**src/rtl/intc_pkg.sv**
```systemverilog
package intc_pkg;
    typedef enum logic [1:0] {
        ST_IDLE = 2'd0,
        ST_GAP  = 2'd1,
        ST_VEC  = 2'd2
    } ack_state_e;

    localparam logic [1:0] WSEL_MASK = 2'd0;
    localparam logic [1:0] WSEL_CFG  = 2'd1;
    localparam logic [1:0] WSEL_SMAP = 2'd2;
    localparam logic [1:0] WSEL_EOI  = 2'd3;

    localparam logic [2:0] RSEL_MASK = 3'd0;
    localparam logic [2:0] RSEL_CFG  = 3'd1;
    localparam logic [2:0] RSEL_SMAP = 3'd2;
    localparam logic [2:0] RSEL_IRR  = 3'd4;
    localparam logic [2:0] RSEL_ISR  = 3'd5;
endpackage

```
**src/rtl/intc_prio_pick.sv**
```systemverilog
module intc_prio_pick #(
    parameter int N  = 8,
    parameter int IW = $clog2(N)
) (
    input  logic [N-1:0]  req,
    output logic          hit,
    output logic [IW-1:0] idx
);
    // lowest set index wins
    always_comb begin
        hit = 1'b0;
        idx = '0;
        for (int i = N - 1; i >= 0; i--) begin
            if (req[i]) begin
                hit = 1'b1;
                idx = IW'(i);
            end
        end
    end
endmodule

```
**src/rtl/intc_ack_fsm.sv**
```systemverilog
module intc_ack_fsm
    import intc_pkg::*;
(
    input  logic       clk,
    input  logic       rst_n,
    input  logic       ack,
    output ack_state_e state,
    output logic       take1,
    output logic       take2
);
    ack_state_e nxt;

    always_ff @(posedge clk) begin
        if (!rst_n) state <= ST_IDLE;
        else        state <= nxt;
    end

    always_comb begin
        nxt   = state;
        take1 = 1'b0;
        take2 = 1'b0;
        unique case (state)
            ST_IDLE: if (ack) begin
                take1 = 1'b1;
                nxt   = ST_GAP;
            end
            ST_GAP: if (ack) begin
                take2 = 1'b1;
                nxt   = ST_VEC;
            end
            ST_VEC:  nxt = ST_IDLE;
            default: nxt = ST_IDLE;
        endcase
    end

    AST_VEC_ONE_CYCLE: assert property (@(posedge clk) disable iff (!rst_n)
        state == ST_VEC |=> state == ST_IDLE);
endmodule

```
**src/rtl/cascade_prio_intc.sv**
```systemverilog
module cascade_prio_intc
    import intc_pkg::*;
#(
    parameter int N_LINES = 8,
    parameter int VEC_W   = 8
) (
    input  logic                       clk,
    input  logic                       rst_n,
    input  logic [N_LINES-1:0]         irq_in,
    input  logic                       ack_pulse,
    input  logic                       wr_en,
    input  logic [1:0]                 wr_sel,
    input  logic [N_LINES-1:0]         wr_data,
    input  logic [2:0]                 rd_sel,
    output logic [N_LINES-1:0]         rd_data,
    input  logic                       is_master,
    input  logic [$clog2(N_LINES)-1:0] slave_id,
    input  logic [$clog2(N_LINES)-1:0] cas_in,
    output logic                       int_req,
    output logic [VEC_W-1:0]           vector,
    output logic                       vector_valid,
    output logic [$clog2(N_LINES)-1:0] cas_out
);
    localparam int IW     = $clog2(N_LINES);
    localparam int BASE_W = VEC_W - IW;

    logic [N_LINES-1:0] imr_q, irr_q, isr_q, smap_q;
    logic [BASE_W-1:0]  base_q;
    logic               aeoi_q;
    logic [IW-1:0]      cur_q;
    logic               spur_q, cassel_q, drive_ok_q;

    ack_state_e         state;
    logic               take1, take2;
    logic [N_LINES-1:0] above, eligible;
    logic               win_hit, isr_hit;
    logic [IW-1:0]      win_idx, isr_idx;
    logic [N_LINES-1:0] isr_set, isr_clr, irr_clr;
    logic               eoi_wr, id_match;

    intc_ack_fsm u_fsm (
        .clk   (clk),
        .rst_n (rst_n),
        .ack   (ack_pulse),
        .state (state),
        .take1 (take1),
        .take2 (take2)
    );

    intc_prio_pick #(.N(N_LINES), .IW(IW)) u_isr_pick (
        .req (isr_q),
        .hit (isr_hit),
        .idx (isr_idx)
    );

    // lines strictly above the top in-service level
    for (genvar g = 0; g < N_LINES; g++) begin : g_above
        assign above[g] = !isr_hit || (IW'(g) < isr_idx);
    end

    assign eligible = irr_q & ~imr_q & above;

    intc_prio_pick #(.N(N_LINES), .IW(IW)) u_win_pick (
        .req (eligible),
        .hit (win_hit),
        .idx (win_idx)
    );

    assign eoi_wr   = wr_en && (wr_sel == WSEL_EOI);
    assign id_match = (cas_in == slave_id);
    assign int_req  = win_hit && (state == ST_IDLE);

    always_comb begin
        isr_set = '0;
        isr_clr = '0;
        irr_clr = '0;
        if (take1 && is_master && win_hit) begin
            isr_set[win_idx] = 1'b1;
            irr_clr[win_idx] = 1'b1;
        end
        if (take2 && !is_master && id_match && !spur_q) begin
            isr_set[cur_q] = 1'b1;
            irr_clr[cur_q] = 1'b1;
        end
        if (take2 && is_master && aeoi_q && !spur_q)
            isr_clr[cur_q] = 1'b1;
        if (eoi_wr && isr_hit)
            isr_clr[isr_idx] = 1'b1;
    end

    always_ff @(posedge clk) begin
        if (!rst_n) begin
            imr_q      <= '0;
            irr_q      <= '0;
            isr_q      <= '0;
            smap_q     <= '0;
            base_q     <= '0;
            aeoi_q     <= 1'b0;
            cur_q      <= '0;
            spur_q     <= 1'b0;
            cassel_q   <= 1'b0;
            drive_ok_q <= 1'b0;
        end else begin
            irr_q <= (irr_q & ~irr_clr) | irq_in;
            isr_q <= (isr_q & ~isr_clr) | isr_set;
            if (wr_en) begin
                unique case (wr_sel)
                    WSEL_MASK: imr_q <= wr_data;
                    WSEL_CFG: begin
                        base_q <= wr_data[BASE_W-1:0];
                        aeoi_q <= wr_data[BASE_W] & is_master;
                    end
                    WSEL_SMAP: smap_q <= wr_data;
                    default: ;
                endcase
            end
            if (take1) begin
                cur_q    <= win_hit ? win_idx : IW'(N_LINES - 1);
                spur_q   <= !win_hit;
                cassel_q <= is_master && win_hit && smap_q[win_idx];
            end
            if (take2)
                drive_ok_q <= is_master ? !cassel_q : id_match;
        end
    end

    // outputs
    always_comb begin
        vector_valid = (state == ST_VEC) && drive_ok_q;
        vector       = vector_valid ? {base_q, cur_q} : '0;
        cas_out      = ((state != ST_IDLE) && cassel_q) ? cur_q : '0;
    end

    always_comb begin
        rd_data = '0;
        case (rd_sel)
            RSEL_MASK: rd_data = imr_q;
            RSEL_CFG:  rd_data = N_LINES'({aeoi_q, base_q});
            RSEL_SMAP: rd_data = smap_q;
            RSEL_IRR:  rd_data = irr_q;
            RSEL_ISR:  rd_data = isr_q;
            default:   rd_data = '0;
        endcase
    end

    AST_INTREQ_UNMASKED: assert property (@(posedge clk) disable iff (!rst_n)
        int_req |-> |(irr_q & ~imr_q));
    AST_NEST_ORDER: assert property (@(posedge clk) disable iff (!rst_n)
        (int_req && isr_hit) |-> (win_idx < isr_idx));
    AST_VEC_AFTER_ACK: assert property (@(posedge clk) disable iff (!rst_n)
        vector_valid |-> $past(ack_pulse));
    AST_SLAVE_NO_AEOI: assert property (@(posedge clk) disable iff (!rst_n)
        !is_master |-> !aeoi_q);
    AST_EOI_ONE_BIT: assert property (@(posedge clk) disable iff (!rst_n)
        (eoi_wr && !ack_pulse && (isr_q != '0)) |=>
        ($countones(isr_q) == $countones($past(isr_q)) - 1));
    AST_CAS_NO_VECTOR: assert property (@(posedge clk) disable iff (!rst_n)
        (is_master && (cas_out != '0)) |-> !vector_valid);
    AST_CAS_QUIET: assert property (@(posedge clk) disable iff (!rst_n)
        !is_master |-> (cas_out == '0));
endmodule

```
**config.mk**
```make
export PLATFORM = sky130hd
export DESIGN_NAME = cascade_prio_intc
export DESIGN_NICKNAME = d
export VERILOG_FILES = /design/src/rtl/intc_pkg.sv /design/src/rtl/intc_prio_pick.sv /design/src/rtl/intc_ack_fsm.sv /design/src/rtl/cascade_prio_intc.sv
export SDC_FILE = /design/constraint.sdc
export NUM_CORES = 1
export LEC_CHECK = 0
export ABC_AREA = 1
export ABC_CLOCK_PERIOD_IN_PS = 2500
export BUFFER_PORTS_ARGS = -buffer_cell sky130_fd_sc_hd__buf_2
export CAP_MARGIN = 10
export CORE_ASPECT_RATIO = 1.4
export CORE_MARGIN = 2
export CORE_UTILIZATION = 30
export DETAILED_ROUTE_END_ITERATION = 16
export PLACE_DENSITY = 0.53
export REMOVE_ABC_BUFFERS = 1
export SLEW_MARGIN = 0
export SYNTH_ARGS = -nofsm -noshare
export SYNTH_HDL_FRONTEND = slang
export SYNTH_SLANG_ARGS = --single-unit
```
**constraint.sdc**
```tcl
create_clock -name clk -period 2.5 [get_ports clk]
set_input_delay 0.375 -clock clk [delete_from_list [all_inputs] [get_ports clk]]
set_output_delay 0.375 -clock clk [all_outputs]
set_load 0.02 [all_outputs]
```
==> results_dict.tcl, run 1 <==
set metrics [dict create \
    status "finished, final reports clean" \
    p_int_mw 1.41 \
    cts_buffer_depth 2 \
    portBuffers 52 \
    grt_pass1_vias 2915 \
    synth.distinct_cells 36 \
    swShare 0.323 \
    synth_seq_area_share 0.329 \
    clkTransAtPathRegs_ns 0.06 \
    multiInputGateArea_mm2 0.00152 \
    die_w_um 85.6 \
    leakagePower_nw 1.65 \
    relSlewSlack 0.636 \
    finalHoldViolCount 0 \
    drtIter0Drc 147 \
    die_h_um 118 \
    cts_htree_levels 2 \
    ys_ff_latch 46 \
    postSynthCellCount 429 \
    seq_area_um2 921 \
    tightest_slew_ns 0.545 \
    hp-class "primary input to flop" \
    yosysWarnings 0 \
    powerDensity_mw_per_mm2 614 \
    wl_um 8800 \
    die_area_mm2 0.0101 \
    grt_max_degree 33 \
    cts_hold_buf 0 \
    drive_gt1_frac 0.232 \
    vias_per_cell 4.94 \
    power.switching_mw 0.673 \
    start_util 0.310 \
    timing.fmax_mhz 458 \
    drc 0 \
    drv_slew 0 \
    grt_pass1_wl_um 14400 \
    ys.flop_type "dfxtp_1" \
    place_inst 590 \
    rsz0062_at_grt "false" \
    crit_path_start_kind "flop" \
    seq_power_share 0.391 \
    endpoint_kind "primary output" \
    pwr-share-comb 0.244 \
    p_clk_frac 0.366 \
    final_common_cell "inv_1" \
    cap_violations 0 \
    min_period_ns 2.18 \
    globalplace.congestion 0.885 \
    period_share 0.874 \
    synth-edff-count 0 \
    clk-insertion-delay-late_ns 0.29 \
    area_growth_pct 21.4 \
    postCtsSetupRepairBufs 0 \
    grt-ovfl-total 0 \
    antenna_found_initial 0 \
    wl_per_cell_um 14.7 \
    cts.sinks 46 \
    grt_usage 0.180 \
    crit_fanout 5 \
    cts_resized 0 \
    core_mm2 0.00903 \
    hpwl_um 7160 \
    critical_path_arrival_ns 1.81 \
    vias 2956 \
    nFillCells 1000 \
    peakVddDrop_mv 0.264 \
    syn_area_per_cell_um2 6.52 \
    n_antenna_cell 0 \
    cts_buffers 5 \
    finalSetupTns_ns 0 \
    instances_no_fill 598 \
    cts_tree "yes" \
    async_flop_share 0 \
    whs_ns 0.290 \
    clock_skew_ns 0.00377 \
    final_nets 522 \
    syn_area_mm2 0.00280 \
    crit_required_ns 2.12 \
    drt.antenna.violating_nets 0 \
    ioPinCount 53 \
    rows 41 \
    finalSetupViolCount 0 \
    path_class "flop to primary output" \
    layout_common_cells "inv_1, nand2_1, nor2_1" \
    root_buffer "clkbuf_16" \
    firstDrtPassIters 4 \
]
==> through the flow <==
stage	setup slack (ns)	util	power, mW	area [µm²]
after floorplan	0.728	-	1.18	2770
after global placement	0.445	0.357	1.33	3230
after detailed placement	0.417	0.357	1.33	3230
after CTS	0.302	0.376	2.09	3390
after global routing	0.159	0.376	2.18	3390
final	0.316	0.376	2.08	3390
==> path summary, 6_finish.rpt <==
path / startpoint / slack, ns / cells after the start / to
setup / recovery: isr_q[6] / 0.32 / 14 / int_req
hold / removal: irq_in[7] / 0.29 / 2 / irr_q[7]
setup reg to reg: isr_q[6] / 0.40 / 16 / irr_q[7]
hold reg to reg: base_q[4] / 0.47 / 2 / base_q[4]
==> area by class of cell <==
| class | count | area share |
|---|---|---|
| inverter | 89 | 0.0992 |
| clock inverter | 3 | 0.0118 |
| timing repair buffer | 60 | 0.0944 |
| tap | 107 | 0.0395 |
| multi-input combinational | 288 | 0.447 |
| sequential | 46 | 0.271 |
| clock buffer | 5 | 0.0369 |
==> Yosys cell counts (2+ instances only) <==
cell type | number | area share
inv_1 | 80 | 0.11
nand2_1 | 62 | 0.083
nor2_1 | 58 | 0.078
dfxtp_1 | 46 | 0.33
o21ai_0 | 27 | 0.048
a21oi_1 | 26 | 0.047
nand3_1 | 18 | 0.032
nor3_1 | 18 | 0.032
nand2_2 | 14 | 0.031
nand4_1 | 12 | 0.027
o22ai_1 | 9 | 0.020
inv_2 | 7 | 0.0094
clkbuf_1 | 5 | 0.0067
nand2_4 | 5 | 0.020
nor2_4 | 5 | 0.020
a21oi_2 | 4 | 0.013
a221oi_1 | 3 | 0.0094
nor2_2 | 3 | 0.0067
nor3_2 | 3 | 0.011
o21ai_1 | 3 | 0.0054
a221o_1 | 2 | 0.0072
nor4_1 | 2 | 0.0045
o211ai_1 | 2 | 0.0054
o21ai_2 | 2 | 0.0063
xnor2_1 | 2 | 0.0063
==> worst max-delay path: stages (launching register included) <==
cell	delay [ns]
dfxtp_1	0.37
inv_2	0.05
nand2_1	0.06
nand2_1	0.04
nand2_1	0.05
nand2_1	0.05
nand2_2	0.07
nand2_2	0.07
nand2_4	0.10
nand2_2	0.08
nand2_2	0.08
nand2_2	0.09
nor2_4	0.17
a21oi_1	0.08
buf_2	0.16
==> registers in the layout, indices dropped and copies added, names as in the netlist <==
signal / count
smap_q: 8
cur_q: 3
base_q: 5
aeoi_q: 1
irr_q: 8
cassel_q: 1
isr_q: 8
drive_ok_q: 1
spur_q: 1
imr_q: 8
u_fsm.state: 2
==> cell families (layout without fill, tap and decap cells) <==
group / count (synthesis) / after routing / synth area share
AND/OR/NAND/NOR: 202 / 202 / 0.358
buffers and inverters: 95 / 157 / 0.128
AO/OA/AOI/OAI: 84 / 84 / 0.178
flip-flops: 46 / 46 / 0.329
XOR/XNOR: 2 / 2 / 0.00627
==> power by group through the flow <==
| stage | sequential (mW) | combinational (mW) | clock, mW |
|---|---|---|---|
| after global placement | 0.827 | 0.502 | 0 |
| after CTS | 0.812 | 0.508 | 0.771 |
| after floorplan | 0.818 | 0.360 | 0 |
| after detailed placement | 0.828 | 0.504 | 0 |
| after global routing | 0.818 | 0.567 | 0.796 |
| final | 0.813 | 0.507 | 0.762 |
==> metal layers <==
layer  wire (µm)  GRT usage
met2        4750      0.340
met1        3530      0.196
met5           0          0
met3         263     0.0251
met4         267     0.0724
No activity file was read; power rests on OpenSTA's default activity.
==> inputs of run 2 (changes only) <==
--- a/config.mk
+++ b/config.mk
@@ -6,7 +6,7 @@
 export NUM_CORES = 1
 export LEC_CHECK = 0
 export ABC_AREA = 1
-export ABC_CLOCK_PERIOD_IN_PS = 2500
+export ABC_CLOCK_PERIOD_IN_PS = 2800
 export BUFFER_PORTS_ARGS = -buffer_cell sky130_fd_sc_hd__buf_2
 export CAP_MARGIN = 10
 export CORE_ASPECT_RATIO = 1.4
==> constraint.sdc (replaced) <==
create_clock -name clk -period 2.8 [get_ports clk]
set_input_delay 0.42 -clock clk [delete_from_list [all_inputs] [get_ports clk]]
set_output_delay 0.42 -clock clk [all_outputs]
set_load 0.02 [all_outputs]
==> results_dict.tcl, run 2 (synthesis results as in run 1) <==
set metrics [dict create \
    n_antenna_cell 0 \
    slowest_delay_ns 0.36 \
    finalHoldViolCount 0 \
    powerDensity_mw_per_mm2 552 \
    grt-ovfl-total 0 \
    fin_total_pwr_mw 1.86 \
    timing.fmax_mhz 426 \
    relSlewSlack 0.612 \
    hp-start "irq_in[7]" \
    crit_required_ns 2.38 \
    final_cell_area_mm2 0.00337 \
    leakagePower_nw 1.63 \
    min_delay_worst_endpoint "irr_q[7]" \
    hpwl_um 7150 \
    drtIter0Drc 218 \
    clock_skew_ns 0.0104 \
    drt.antenna.violating_nets 0 \
    firstDrtPassIters 5 \
    grt_pass1_vias 2927 \
    clkTransAtPathRegs_ns 0.07 \
    ioPinCount 53 \
    drv_slew 0 \
    clk-insertion-delay-late_ns 0.30 \
    wl_per_cell_um 15.1 \
    final_nets 519 \
    cts.sinks 46 \
    layout_common_cells "inv_1, nand2_1, nor2_1" \
    grt_max_degree 33 \
    critical_path_arrival_ns 1.93 \
    crit_fanout 5 \
    rsz0062_at_grt "false" \
    rows 41 \
    cts_htree_levels 2 \
    slowest_stage "dfxtp_1" \
    vias_per_cell 4.91 \
    cts_buffers 5 \
    core_mm2 0.00903 \
    cap_violations 0 \
    die_area_mm2 0.0101 \
    vias 2920 \
    root_buffer "clkbuf_16" \
    cts_hold_buf 0 \
    grt_pass1_wl_um 14700 \
    wl_um 8980 \
    final_core_util 0.373 \
    grt_usage 0.185 \
    area_growth_pct 20.5 \
    cts_resized 0 \
    tightest_slew_ns 0.582 \
    whs_ns 0.329 \
    cts_buffer_depth 2 \
    path_class "flop to primary output" \
    peakVddDrop_mv 0.248 \
    crit_path_start_kind "flop" \
    cts_tree "yes" \
    antenna_found_initial 0 \
    dpl_cell_area_mm2 0.00320 \
    period_share 0.838 \
    final_common_cell "inv_1" \
    postCtsSetupRepairBufs 0 \
    die_w_um 85.6 \
    rr_endpoint "isr_q[3]" \
    portBuffers 52 \
    globalplace.congestion 0.908 \
    start_util 0.310 \
    hp-class "primary input to flop" \
    drc 0 \
    finalSetupTns_ns 0 \
    r2r_slack_ns 0.68 \
    holdPathStages 2 \
    r2r_start "isr_q[0]" \
    cp_cell_sequence "nor2_4 -> nand2_2 -> nor3_2 -> nand3_1 -> nand2_1 -> nand2_2 -> nand2_4 -> nor2_4 -> a21oi_1 -> buf_2" \
    drive_gt1_frac 0.227 \
    ff2ff_path_depth 18 \
    die_h_um 118 \
    min_period_ns 2.35 \
    status "finished, final reports clean" \
    finalSetupViolCount 0 \
    endpoint_kind "primary output" \
]
==> run 2: cell types whose count changed in the layout (fill, tap and decap cells not counted) <==
| cell | previous run | this run |
|---|---|---|
| buf_4 | 8 | 5 |
==> run 2: stage by stage <==
stage                     std cells  worst slack [ns]
final                           595             0.454
after global routing            595             0.375
after CTS                       595             0.471
after detailed placement        587             0.582
after global placement          587             0.619
after floorplan                 423              1.01
==> run 2: how the worst max path moves through the flow <==
| stage | from | to | slack (ns) | depth (start not counted) |
|---|---|---|---|---|
| after floorplan | isr_q[5] | int_req | 1.01 | 7 |
| after global placement | ack_pulse | irr_q[4] | 0.62 | 10 |
| after detailed placement | ack_pulse | irr_q[4] | 0.58 | 10 |
| after CTS | isr_q[0] | int_req | 0.47 | 10 |
| after global routing | isr_q[7] | int_req | 0.37 | 13 |
| final | isr_q[0] | int_req | 0.45 | 10 |
==> run 2: per-layer routing <==
metal	track usage	wire length [µm]
met1	0.210	3610
met2	0.331	4760
met3	0.0272	338
met4	0.0903	264
met5	0	0
==> run 2: where the power goes <==
| group | internal [mW] | leakage [nW] | switching (mW) | total, mW |
|---|---|---|---|---|
| registers | 0.694 | 0.378 | 0.0318 | 0.725 |
| logic | 0.143 | 1.17 | 0.306 | 0.449 |
| clock network | 0.418 | 0.0836 | 0.267 | 0.685 |
| total | 1.25 | 1.63 | 0.605 | 1.86 |
==> run 2: cell type report <==
class                      count  area [µm²]
tap                          107         134
clock inverter                 3        40.0
clock buffer                   5         125
fill                        1009        5660
inverter                      89         337
sequential                    46         921
multi-input combinational    288        1520
timing repair buffer          57         298
==> run 2: worst max-delay path: cells and delay by family (launching register included) <==
| family | cells | cell delay (ns) |
|---|---|---|
| AO/OA/AOI/OAI | 1 | 0.21 |
| buffers and inverters | 1 | 0.21 |
| flip-flops | 1 | 0.36 |
| AND/OR/NAND/NOR | 8 | 0.84 |
==> inputs of run 3 (changes only) <==
--- a/config.mk
+++ b/config.mk
@@ -5,15 +5,15 @@
 export SDC_FILE = /design/constraint.sdc
 export NUM_CORES = 1
 export LEC_CHECK = 0
-export ABC_AREA = 1
-export ABC_CLOCK_PERIOD_IN_PS = 2800
+export ABC_AREA = 0
+export ABC_CLOCK_PERIOD_IN_PS = 2000
 export BUFFER_PORTS_ARGS = -buffer_cell sky130_fd_sc_hd__buf_2
 export CAP_MARGIN = 10
 export CORE_ASPECT_RATIO = 1.4
 export CORE_MARGIN = 2
 export CORE_UTILIZATION = 30
 export DETAILED_ROUTE_END_ITERATION = 16
-export PLACE_DENSITY = 0.53
+export PLACE_DENSITY = 0.55
 export REMOVE_ABC_BUFFERS = 1
 export SLEW_MARGIN = 0
 export SYNTH_ARGS = -nofsm -noshare
==> constraint.sdc (replaced) <==
create_clock -name clk -period 2 [get_ports clk]
set_input_delay 0.3 -clock clk [delete_from_list [all_inputs] [get_ports clk]]
set_output_delay 0.3 -clock clk [all_outputs]
set_load 0.02 [all_outputs]
==> results_dict.tcl, run 3 <==
set metrics [dict create \
    powerDensity_mw_per_mm2 702 \
    die_w_um 84.3 \
    drc 0 \
    vias_per_cell 5.27 \
    grt_max_degree 28 \
    violations "setup timing" \
    layout_common_cells "buf_2, dfxtp_1, buf_4" \
    async_flop_share 0 \
    synth_area_leaders "dfxtp_1, mux2i_1, nor2b_1, mux4_2, o21ai_0" \
    crit_path_start_kind "flop" \
    synth_seq_area_share 0.340 \
    p_int_mw 1.84 \
    die_h_um 116 \
    grt-ovfl-total 0 \
    instances_no_fill 513 \
    wl_per_cell_um 16.4 \
    clock_skew_ns 0.00758 \
    tightest_slew_ns 0.582 \
    grt_pass1_wl_um 13400 \
    r2r_start "isr_q[3]" \
    whs_ns 0.197 \
    final_common_cell "buf_2" \
    cts.sinks 46 \
    rows 41 \
    slowest_stage "or4_4" \
    synth-edff-count 0 \
    root_buffer "clkbuf_16" \
    drv_slew 0 \
    final_cell_area_mm2 0.00364 \
    core_mm2 0.00887 \
    crit_required_ns 2.20 \
    ys.flop_type "dfxtp_1" \
    path_class "flop to flop" \
    holdPathStages 2 \
    crit_fanout 4 \
    hpwl_um 6600 \
    synth.distinct_cells 45 \
    portBuffers 52 \
    setup_slack_ns -0.374 \
    cp_cell_sequence "or4_4 -> nand2b_4 -> buf_6 -> buf_6 -> nor2_4 -> nand2_1 -> a2111o_1 -> o211a_1 -> o21a_1" \
    pwr-share-comb 0.231 \
    seq_power_share 0.392 \
    die_area_mm2 0.00982 \
    wl_um 8420 \
    cts_htree_levels 2 \
    hp-class "primary input to flop" \
    syn_area_mm2 0.00271 \
    cap_violations 0 \
    min_period_ns 2.37 \
    endpoint_kind "flop" \
    postSynthCellCount 316 \
    yosys.area.top_type "dfxtp_1" \
    startpoint "isr_q[3]" \
    cts_buffers 5 \
    power.switching_mw 0.720 \
    crit_top_cell "buf_6" \
    period_share 1.19 \
    clkTransAtPathRegs_ns 0.07 \
    yosysWarnings 0 \
    final_nets 437 \
    finalHoldViolCount 0 \
    start_util 0.305 \
    netlist.area_leader.share 0.340 \
    grt_usage 0.175 \
    drtIter0Drc 115 \
    rsz0062_at_grt "true" \
    swShare 0.282 \
    slowest_delay_ns 0.56 \
    relSlewSlack 0.611 \
    critical_path_arrival_ns 2.57 \
    grt_pass1_vias 2606 \
    cts_buffer_depth 2 \
    drive_gt1_frac 0.328 \
    globalplace.congestion 0.970 \
    vias 2701 \
    p_clk_frac 0.377 \
    leakagePower_nw 1.59 \
    status "complete, but fails checks" \
    ff2ff_path_depth 9 \
    firstDrtPassIters 4 \
    area_growth_pct 34.5 \
    n_antenna_cell 0 \
    ys_ff_latch 46 \
    antenna_found_initial 0 \
    drt.antenna.violating_nets 0 \
    cts_tree "yes" \
    clk-insertion-delay-late_ns 0.30 \
    hp-start "irq_in[7]" \
    place_inst 499 \
    yosysMostFrequentCell "dfxtp_1" \
    syn_area_per_cell_um2 8.57 \
    finalSetupViolCount 15 \
    dpl_cell_area_mm2 0.00333 \
    ioPinCount 53 \
    yosys-top-cells-count "dfxtp_1, nor2b_1, mux2i_1" \
    peakVddDrop_mv 0.319 \
    nFillCells 895 \
    timing.fmax_mhz 421 \
]
==> run 3: changes by cell type in the layout (fill, tap and decap cells not counted), sizes merged, moves of 23 or more <==
| cell | previous run | this run |
|---|---|---|
| nand2 | 81 | 21 |
| inv | 88 | 10 |
| nor2 | 67 | 18 |
| buf | 57 | 96 |
| nor2b | 0 | 33 |
| mux2i | 0 | 23 |
==> run 3: logic make-up (layout without fill, tap and decap cells) <==
| kind of cell | Yosys count | after routing | synth area share |
|---|---|---|---|
| flip-flops | 46 | 46 | 0.340 |
| AO/OA/AOI/OAI | 73 | 73 | 0.187 |
| multiplexers | 29 | 29 | 0.136 |
| XOR/XNOR | 4 | 4 | 0.0129 |
| AND/OR/NAND/NOR | 140 | 140 | 0.291 |
| buffers and inverters | 24 | 114 | 0.0337 |
==> run 3: through the flow <==
step	worst slack [ns]	util	total power [mW]	TNS, ns
4_1_cts	-0.339	0.405	2.55	-2.43
3_5_place_dp	-0.147	0.376	1.53	-1.19
2_1_floorplan	-0.119	-	1.29	-0.150
5_1_grt	-0.429	0.411	2.67	-3.92
6_report	-0.374	0.411	2.56	-2.91
3_3_place_gp	-0.135	0.376	1.53	-0.898
==> run 3: cell type report <==
class | count | area [µm²] | share of cell area
clock inverter | 2 | 37.5 | 0.0103
inverter | 10 | 37.5 | 0.0103
sequential | 46 | 922 | 0.253
tap | 107 | 134 | 0.0367
multi-input combinational | 246 | 1780 | 0.487
clock buffer | 6 | 129 | 0.0354
timing repair buffer | 96 | 608 | 0.167
==> run 3: worst paths after layout <==
check	slack, ns	endpoint
min reg2reg	0.52	spur_q
max	-0.37	irr_q[7]
max reg2reg	-0.37	irr_q[7]
min	0.20	irr_q[7]
==> run 3: critical path: cells and delay by family (launching register included) <==
family	cells	cell delay (ns)
compound gates	3	0.85
buf+inv	2	0.24
simple gates	4	0.86
flops	1	0.32
==> run 3: power by group through the flow <==
stage                     Combinational (mW)  Clock (mW)  Sequential, mW
after detailed placement               0.510           0            1.02
after floorplan                        0.281           0            1.01
after CTS                              0.564       0.982            1.00
after global placement                 0.507           0            1.02
final                                  0.591       0.964            1.00
after global routing                   0.640        1.02            1.01
==> run 3: layer usage <==
layer | track usage | routed length [µm]
met3 | 0.0318 | 461
met2 | 0.324 | 4340
met5 | 0 | 0
met4 | 0.0839 | 213
met1 | 0.194 | 3400
==> run 3: repair_timing <==
action | in CTS | in global routing
endpoints found under the hold margin | 0 | 0
gates resized for setup | 22 | 11
cloned | 0 | 0
pin swaps | 7 | 10
setup endpoints to repair | 14 | 15
setup buffers | 4 | 3
hold buffers | 0 | 0
